<file path="src/rtl/mbx_pkg.sv">
package mbx_pkg;
  localparam int NUM_CORES    = 4;
  localparam int MBX_PER_CORE = 4;
  localparam int DATA_W       = 32;
  localparam int ADDR_W       = 8;

  localparam int NUM_MBX = NUM_CORES * MBX_PER_CORE;
  localparam int IDX_W   = $clog2(NUM_MBX);
  localparam int CORE_W  = $clog2(NUM_CORES);
  localparam int CTL_W   = 2 * MBX_PER_CORE;
  localparam int WORD_B  = DATA_W / 8;

  // byte offsets of the three windows
  localparam int CTL_BASE = 'h50;
  localparam int SET_BASE = 'h80;
  localparam int CLR_BASE = 'hC0;
  localparam int CTL_SPAN = NUM_CORES * WORD_B;
  localparam int MBX_SPAN = NUM_MBX * WORD_B;

  typedef struct packed {
    logic              setWr;
    logic              clrWr;
    logic              ctlWr;
    logic              rdMbx;
    logic              rdCtl;
    logic              rdAny;
    logic [IDX_W-1:0]  mbxIdx;
    logic [CORE_W-1:0] coreIdx;
  } mbx_strobe_t;
endpackage

</file>
<file path="src/rtl/mbx_ctrl.sv">
module mbx_ctrl
  import mbx_pkg::*;
(
  input  logic              wrEn,
  input  logic              rdEn,
  input  logic              accWord,
  input  logic [ADDR_W-1:0] addr,
  output mbx_strobe_t       strb
);
  localparam int LSB_W = $clog2(WORD_B);

  logic wordOk;
  logic inCtl, inSet, inClr;
  int   addrInt;
  logic [ADDR_W-1:0] setOff, clrOff, ctlOff;

  always_comb begin
    addrInt = int'(addr);
    wordOk  = accWord && (addr[LSB_W-1:0] == '0);
    inCtl   = (addrInt >= CTL_BASE) && (addrInt < CTL_BASE + CTL_SPAN);
    inSet   = (addrInt >= SET_BASE) && (addrInt < SET_BASE + MBX_SPAN);
    inClr   = (addrInt >= CLR_BASE) && (addrInt < CLR_BASE + MBX_SPAN);
    setOff  = addr - ADDR_W'(SET_BASE);
    clrOff  = addr - ADDR_W'(CLR_BASE);
    ctlOff  = addr - ADDR_W'(CTL_BASE);
  end

  always_comb begin
    strb         = '0;
    strb.setWr   = wrEn && wordOk && inSet;
    strb.clrWr   = wrEn && wordOk && inClr;
    strb.ctlWr   = wrEn && wordOk && inCtl;
    strb.rdMbx   = rdEn && wordOk && inClr;
    strb.rdCtl   = rdEn && wordOk && inCtl;
    strb.rdAny   = rdEn;
    strb.mbxIdx  = inSet ? IDX_W'(setOff >> LSB_W) : IDX_W'(clrOff >> LSB_W);
    strb.coreIdx = CORE_W'(ctlOff >> LSB_W);
  end
endmodule

</file>
<file path="src/rtl/mbx_data.sv">
module mbx_data
  import mbx_pkg::*;
(
  input  logic                 clk,
  input  logic                 rstN,
  input  mbx_strobe_t          strb,
  input  logic [DATA_W-1:0]    wrData,
  output logic [DATA_W-1:0]    rdData,
  output logic [NUM_MBX-1:0]   mbxPending,
  output logic [NUM_MBX-1:0]   mbxClassFiq,
  output logic [NUM_CORES-1:0] coreIrq,
  output logic [NUM_CORES-1:0] coreFiq
);
  logic [DATA_W-1:0] mbxWord [NUM_MBX];
  logic [CTL_W-1:0]  ctlByte [NUM_CORES];
  logic [NUM_MBX-1:0] mbxIrqCls;

  // mailbox storage: set window ORs in, clear window knocks out ones
  for (genvar i = 0; i < NUM_MBX; i++) begin : g_mbx
    logic [DATA_W-1:0] mbxQ;
    logic hit;
    assign hit = (strb.mbxIdx == IDX_W'(i));
    always_ff @(posedge clk) begin
      if (!rstN)                  mbxQ <= '0;
      else if (strb.setWr && hit) mbxQ <= mbxQ | wrData;
      else if (strb.clrWr && hit) mbxQ <= mbxQ & ~wrData;
    end
    assign mbxWord[i]    = mbxQ;
    assign mbxPending[i] = |mbxQ;
  end

  // per-core routing byte and delivery class
  for (genvar c = 0; c < NUM_CORES; c++) begin : g_core
    logic [CTL_W-1:0] ctlQ;
    always_ff @(posedge clk) begin
      if (!rstN)                                             ctlQ <= '0;
      else if (strb.ctlWr && strb.coreIdx == CORE_W'(c))     ctlQ <= wrData[CTL_W-1:0];
    end
    assign ctlByte[c] = ctlQ;

    for (genvar j = 0; j < MBX_PER_CORE; j++) begin : g_slot
      localparam int K = c * MBX_PER_CORE + j;
      logic fiqEn, irqEn;
      assign fiqEn = ctlQ[j + MBX_PER_CORE];
      assign irqEn = ctlQ[j];
      assign mbxClassFiq[K] = mbxPending[K] && fiqEn;
      assign mbxIrqCls[K]   = mbxPending[K] && irqEn && !fiqEn;
    end

    assign coreFiq[c] = |mbxClassFiq[c*MBX_PER_CORE +: MBX_PER_CORE];
    assign coreIrq[c] = |mbxIrqCls[c*MBX_PER_CORE +: MBX_PER_CORE];
  end

  // registered read port
  logic [DATA_W-1:0] rdNext;
  always_comb begin
    rdNext = '0;
    if (strb.rdMbx)      rdNext = mbxWord[strb.mbxIdx];
    else if (strb.rdCtl) rdNext = DATA_W'(ctlByte[strb.coreIdx]);
  end

  always_ff @(posedge clk) begin
    if (!rstN)           rdData <= '0;
    else if (strb.rdAny) rdData <= rdNext;
  end
endmodule

</file>
<file path="src/rtl/mbx_bank.sv">
module mbx_bank
  import mbx_pkg::*;
(
  input  logic                 clk,
  input  logic                 rstN,
  input  logic                 wrEn,
  input  logic                 rdEn,
  input  logic                 accWord,
  input  logic [ADDR_W-1:0]    addr,
  input  logic [DATA_W-1:0]    wrData,
  output logic [DATA_W-1:0]    rdData,
  output logic [NUM_MBX-1:0]   mbxPending,
  output logic [NUM_MBX-1:0]   mbxClassFiq,
  output logic [NUM_CORES-1:0] coreIrq,
  output logic [NUM_CORES-1:0] coreFiq
);
  mbx_strobe_t strb;

  mbx_ctrl u_ctrl (
    .wrEn    (wrEn),
    .rdEn    (rdEn),
    .accWord (accWord),
    .addr    (addr),
    .strb    (strb)
  );

  mbx_data u_data (
    .clk         (clk),
    .rstN        (rstN),
    .strb        (strb),
    .wrData      (wrData),
    .rdData      (rdData),
    .mbxPending  (mbxPending),
    .mbxClassFiq (mbxClassFiq),
    .coreIrq     (coreIrq),
    .coreFiq     (coreFiq)
  );
endmodule

</file>
<file path="config.mk">
export PLATFORM = sky130hd
export DESIGN_NAME = mbx_bank
export DESIGN_NICKNAME = d
export VERILOG_FILES = /design/src/rtl/mbx_pkg.sv /design/src/rtl/mbx_ctrl.sv /design/src/rtl/mbx_data.sv /design/src/rtl/mbx_bank.sv
export SDC_FILE = /design/constraint.sdc
export NUM_CORES = 1
export LEC_CHECK = 0
export ABC_CLOCK_PERIOD_IN_PS = 3600
export BUFFER_PORTS_ARGS = -buffer_cell sky130_fd_sc_hd__buf_2
export CAP_MARGIN = 5
export CORE_ASPECT_RATIO = 0.9
export CORE_MARGIN = 10
export CORE_UTILIZATION = 65
export DETAILED_ROUTE_END_ITERATION = 10
export MAX_ROUTING_LAYER = met4
export PLACE_DENSITY_LB_ADDON = 0.08
export SETUP_SLACK_MARGIN = 0.1
export SYNTH_ARGS = -nofsm -noshare
export SYNTH_HDL_FRONTEND = slang
export SYNTH_SLANG_ARGS = --single-unit
</file>
<file path="constraint.sdc">
create_clock -name clk -period 3.6 [get_ports clk]
set_input_delay 0.72 -clock clk [delete_from_list [all_inputs] [get_ports clk]]
set_output_delay 0.72 -clock clk [all_outputs]
set_load 0.005 [all_outputs]
</file>
==> results.py <==
metrics = {
    "synth": {
        "synthSimpleGateAreaFrac_pct": 24.1,
        "synth-seq-cells": 576,
        "ys_top_cells_by_count": "nand2_1, dfxtp_1, mux2i_1",
        "synthesis.nets": 3141,
        "yosys.area.top_type": "dfxtp_1",
        "yosys.area_share.adder_pct": 0,
        "ys_seq_area_share_pct": 39.3,
        "synth_cells": 3096,
        "avgSynthCellArea_um2": 9.48,
        "synth-edff-count": 0,
        "async_flop_share_pct": 0,
        "synth_cell_types": 42,
        "syn_area_um2": 29400,
        "yosys.cell_count.top_type": "nand2_1",
        "synthTopCellsByArea": "dfxtp_1, mux2i_1, nand2_1, mux4_2, nand2_2",
        "synthMuxAreaShare_pct": 28.9,
        "synth_compound_area_share_pct": 2.15,
        "yosysTopAreaCellShare_pct": 39.3,
        "synthFlopType": "dfxtp_1",
        "synth_xor_area_share_pct": 0,
        "yosysWarningCount": 0,
        "synth_top_family_by_area": "multiplexers",
    },
    "power": {
        "ir_worst_vdd_uv": 404,
        "power_density_nw_per_um2": 425,
        "power.total_w": 0.0135,
        "p_leak_nw": 14.7,
    },
    "critical_path": {
        "path_cells": "nor4_1 -> nand4_1 -> o21ai_0 -> o2111ai_1 -> buf_2",
        "max_stage_delay_ps": 600,
        "crit_path_end_kind": "output port",
        "worst_setup_path_start_kind": "register",
        "crit_required_ps": 2880,
        "cpMaxStageDelayCell": "nor4_1",
        "rrSetupSlack_ps": 1820,
        "reg2reg_depth": 4,
        "cp_max_fo": 3,
        "worstSetupPathType": "register to output port",
        "crit_family": "simple AND/OR/NAND/NOR gates",
        "r2r_end": "u_data.rdData[2]",
        "crit_cells": 5,
        "worstPathArrival_ps": 2740,
        "crit_buf_inv": 1,
    },
    "global_routing": {
        "grt_overflow": 0,
        "antenna_found_initial": 4,
        "grt_pass1_wl_um": 138000,
        "track_usage_pct": 32.9,
        "grt_pass1_vias": 23000,
        "grt_max_degree": 170,
    },
    "detailed_routing": {
        "viasPerCell": 6.48,
        "drt_wl_total_um": 89200,
        "vias": 23800,
        "wl_per_cell_um": 24.3,
        "firstDrtPassIters": 6,
        "ant_nets": 0,
        "drtIter0Drc": 3284,
        "drc_errors": 0,
    },
    "clock_tree": {
        "cts-root-buf": "clkbuf_16",
        "cts.clk_slew.worst_paths_ps": 70,
        "cts.sinks": 576,
        "cts_tree": "yes",
        "post_cts_resized": 0,
        "ctsHtreeMaxLevel": 2,
        "numCtsBuffers": 58,
        "cts_hold_buf": 0,
        "cts_max_path_buffers": 3,
        "clkLatencyLatePin_ps": 630,
        "postCtsSetupRepairBufs": 0,
    },
    "final_layout": {
        "nNetsFinal": 3066,
        "ff_latch_area_um2": 11500,
        "n_fill_cell": 3334,
        "area_delta_synth_final_pct": 8.23,
        "final_layout_size_suffix_gt1_share_pct": 23.1,
        "multi_input_area_um2": 16300,
    },
    "sta": {
        "setup-tns-final_ps": 0,
        "rsz0062_at_grt": "false",
        "clock_skew_ps": 15.3,
        "max_freq_mhz": 289,
        "worst_pin_slew_ps": 805,
        "hold_violations": 0,
        "setup_viol": 0,
        "final.min_clock_period_ps": 3460,
        "timing.final.max_slew_violations": 0,
        "worst_slack_ps": 144,
        "slew-limit-headroom_pct": 46.4,
        "period_share_pct": 96.0,
    },
    "die": {
        "die_w_um": 244,
        "die_height_um": 222,
        "io_pins": 117,
        "initial_utilization_pct": 66.1,
        "core_area_um2": 44400,
        "dieArea_um2": 54100,
        "fp-row-count": 73,
    },
    "flow_run": {
        "cap_violations": 0,
    },
    "place": {
        "dp_hpwl_um": 60800,
        "port_buffers": 116,
        "gp_congestion": 0.971,
        "dp_slack_ps": 438,
    },
    "worst_hold_path": {
        "hold_path_class": "register to register",
        "hold_depth": 2,
    },
    "status": {
        "status": "complete, no violations",
    },
}
==> area by class of cell <==
class                           instances  area share, %
Clock inverter                         24          0.996
Clock buffer                           80           5.31
Inverter                               21          0.248
Multi-Input combinational cell       2203           51.2
Antenna cell                            4         0.0315
Timing Repair Buffer                  161           3.56
Sequential cell                       576           36.3
Tap cell                              600           2.36
==> worst max path at each step <==
| stage | startpoint | endpoint | slack, ps |
|---|---|---|---|
| floorplan | addr[2] | u_data.rdData[11] | 1170 |
| global placement | addr[2] | u_data.rdData[31] | 500 |
| detailed placement | addr[2] | u_data.rdData[31] | 440 |
| CTS | register | coreIrq[1] | 270 |
| global route | register | coreIrq[1] | 140 |
| finish | register | coreIrq[1] | 140 |
==> layout by cell type (no fill, tap or decap), types with 5 or more instances in the layout <==
cell / count
a211oi_1: 7
nor2_1: 27
clkbuf_1: 10
mux2i_1: 560
nor4_4: 16
buf_2: 113
buf_12: 15
inv_1: 21
clkbuf_16: 61
o21ai_0: 13
nand2_2: 300
a22o_1: 8
clkbuf_8: 9
nand2b_1: 5
nand2_1: 779
nor4_1: 128
nand4_1: 80
dfxtp_1: 576
bufinv_16: 7
nor2b_1: 46
a21oi_1: 14
o31ai_1: 7
a22oi_1: 24
clkinv_2: 10
buf_4: 30
o21ai_1: 12
o21a_1: 5
mux4_2: 128
or2_1: 12
==> worst reg2reg max path: cells and delay by family, from the launching register on <==
| kind | cells | cell delay [ps] |
|---|---|---|
| compound gates | 2 | 720 |
| flops | 1 | 340 |
| simple gates | 1 | 90 |
| mux | 1 | 500 |
==> through the flow <==
step	cell area (µm²)	hold slack, ps	utilization, %	cells
3_3_place_gp	29800	455	67.0	3561
2_1_floorplan	29400	448	-	3096
3_5_place_dp	29800	466	67.0	3561
5_1_grt	31800	487	71.6	3669
6_report	31800	472	71.6	3669
4_1_cts	31800	455	71.6	3665
==> report_power, final <==
| part | internal, W | leakage, nW | switching, W |
|---|---|---|---|
| Sequential | 0.00638 | 4.64 | 0.00000700 |
| Combinational | 0.000173 | 9.07 | 0.000545 |
| Clock | 0.00377 | 0.980 | 0.00264 |
| Total | 0.0103 | 14.7 | 0.00320 |
==> routing by layer <==
layer | wire length [µm] | GRT usage (%)
met4 | 4220 | 15.2
met3 | 9290 | 6.92
met5 | 0 | -
met1 | 37500 | 45.1
met2 | 38200 | 45.7
==> kinds of logic after synthesis <==
kind of cell           after synthesis
buffers and inverters              317
multiplexers                       688
AO/OA/AOI/OAI                       95
flip-flops                         576
AND/OR/NAND/NOR                   1420
Note: power is estimated with default switching activity, not from simulation.
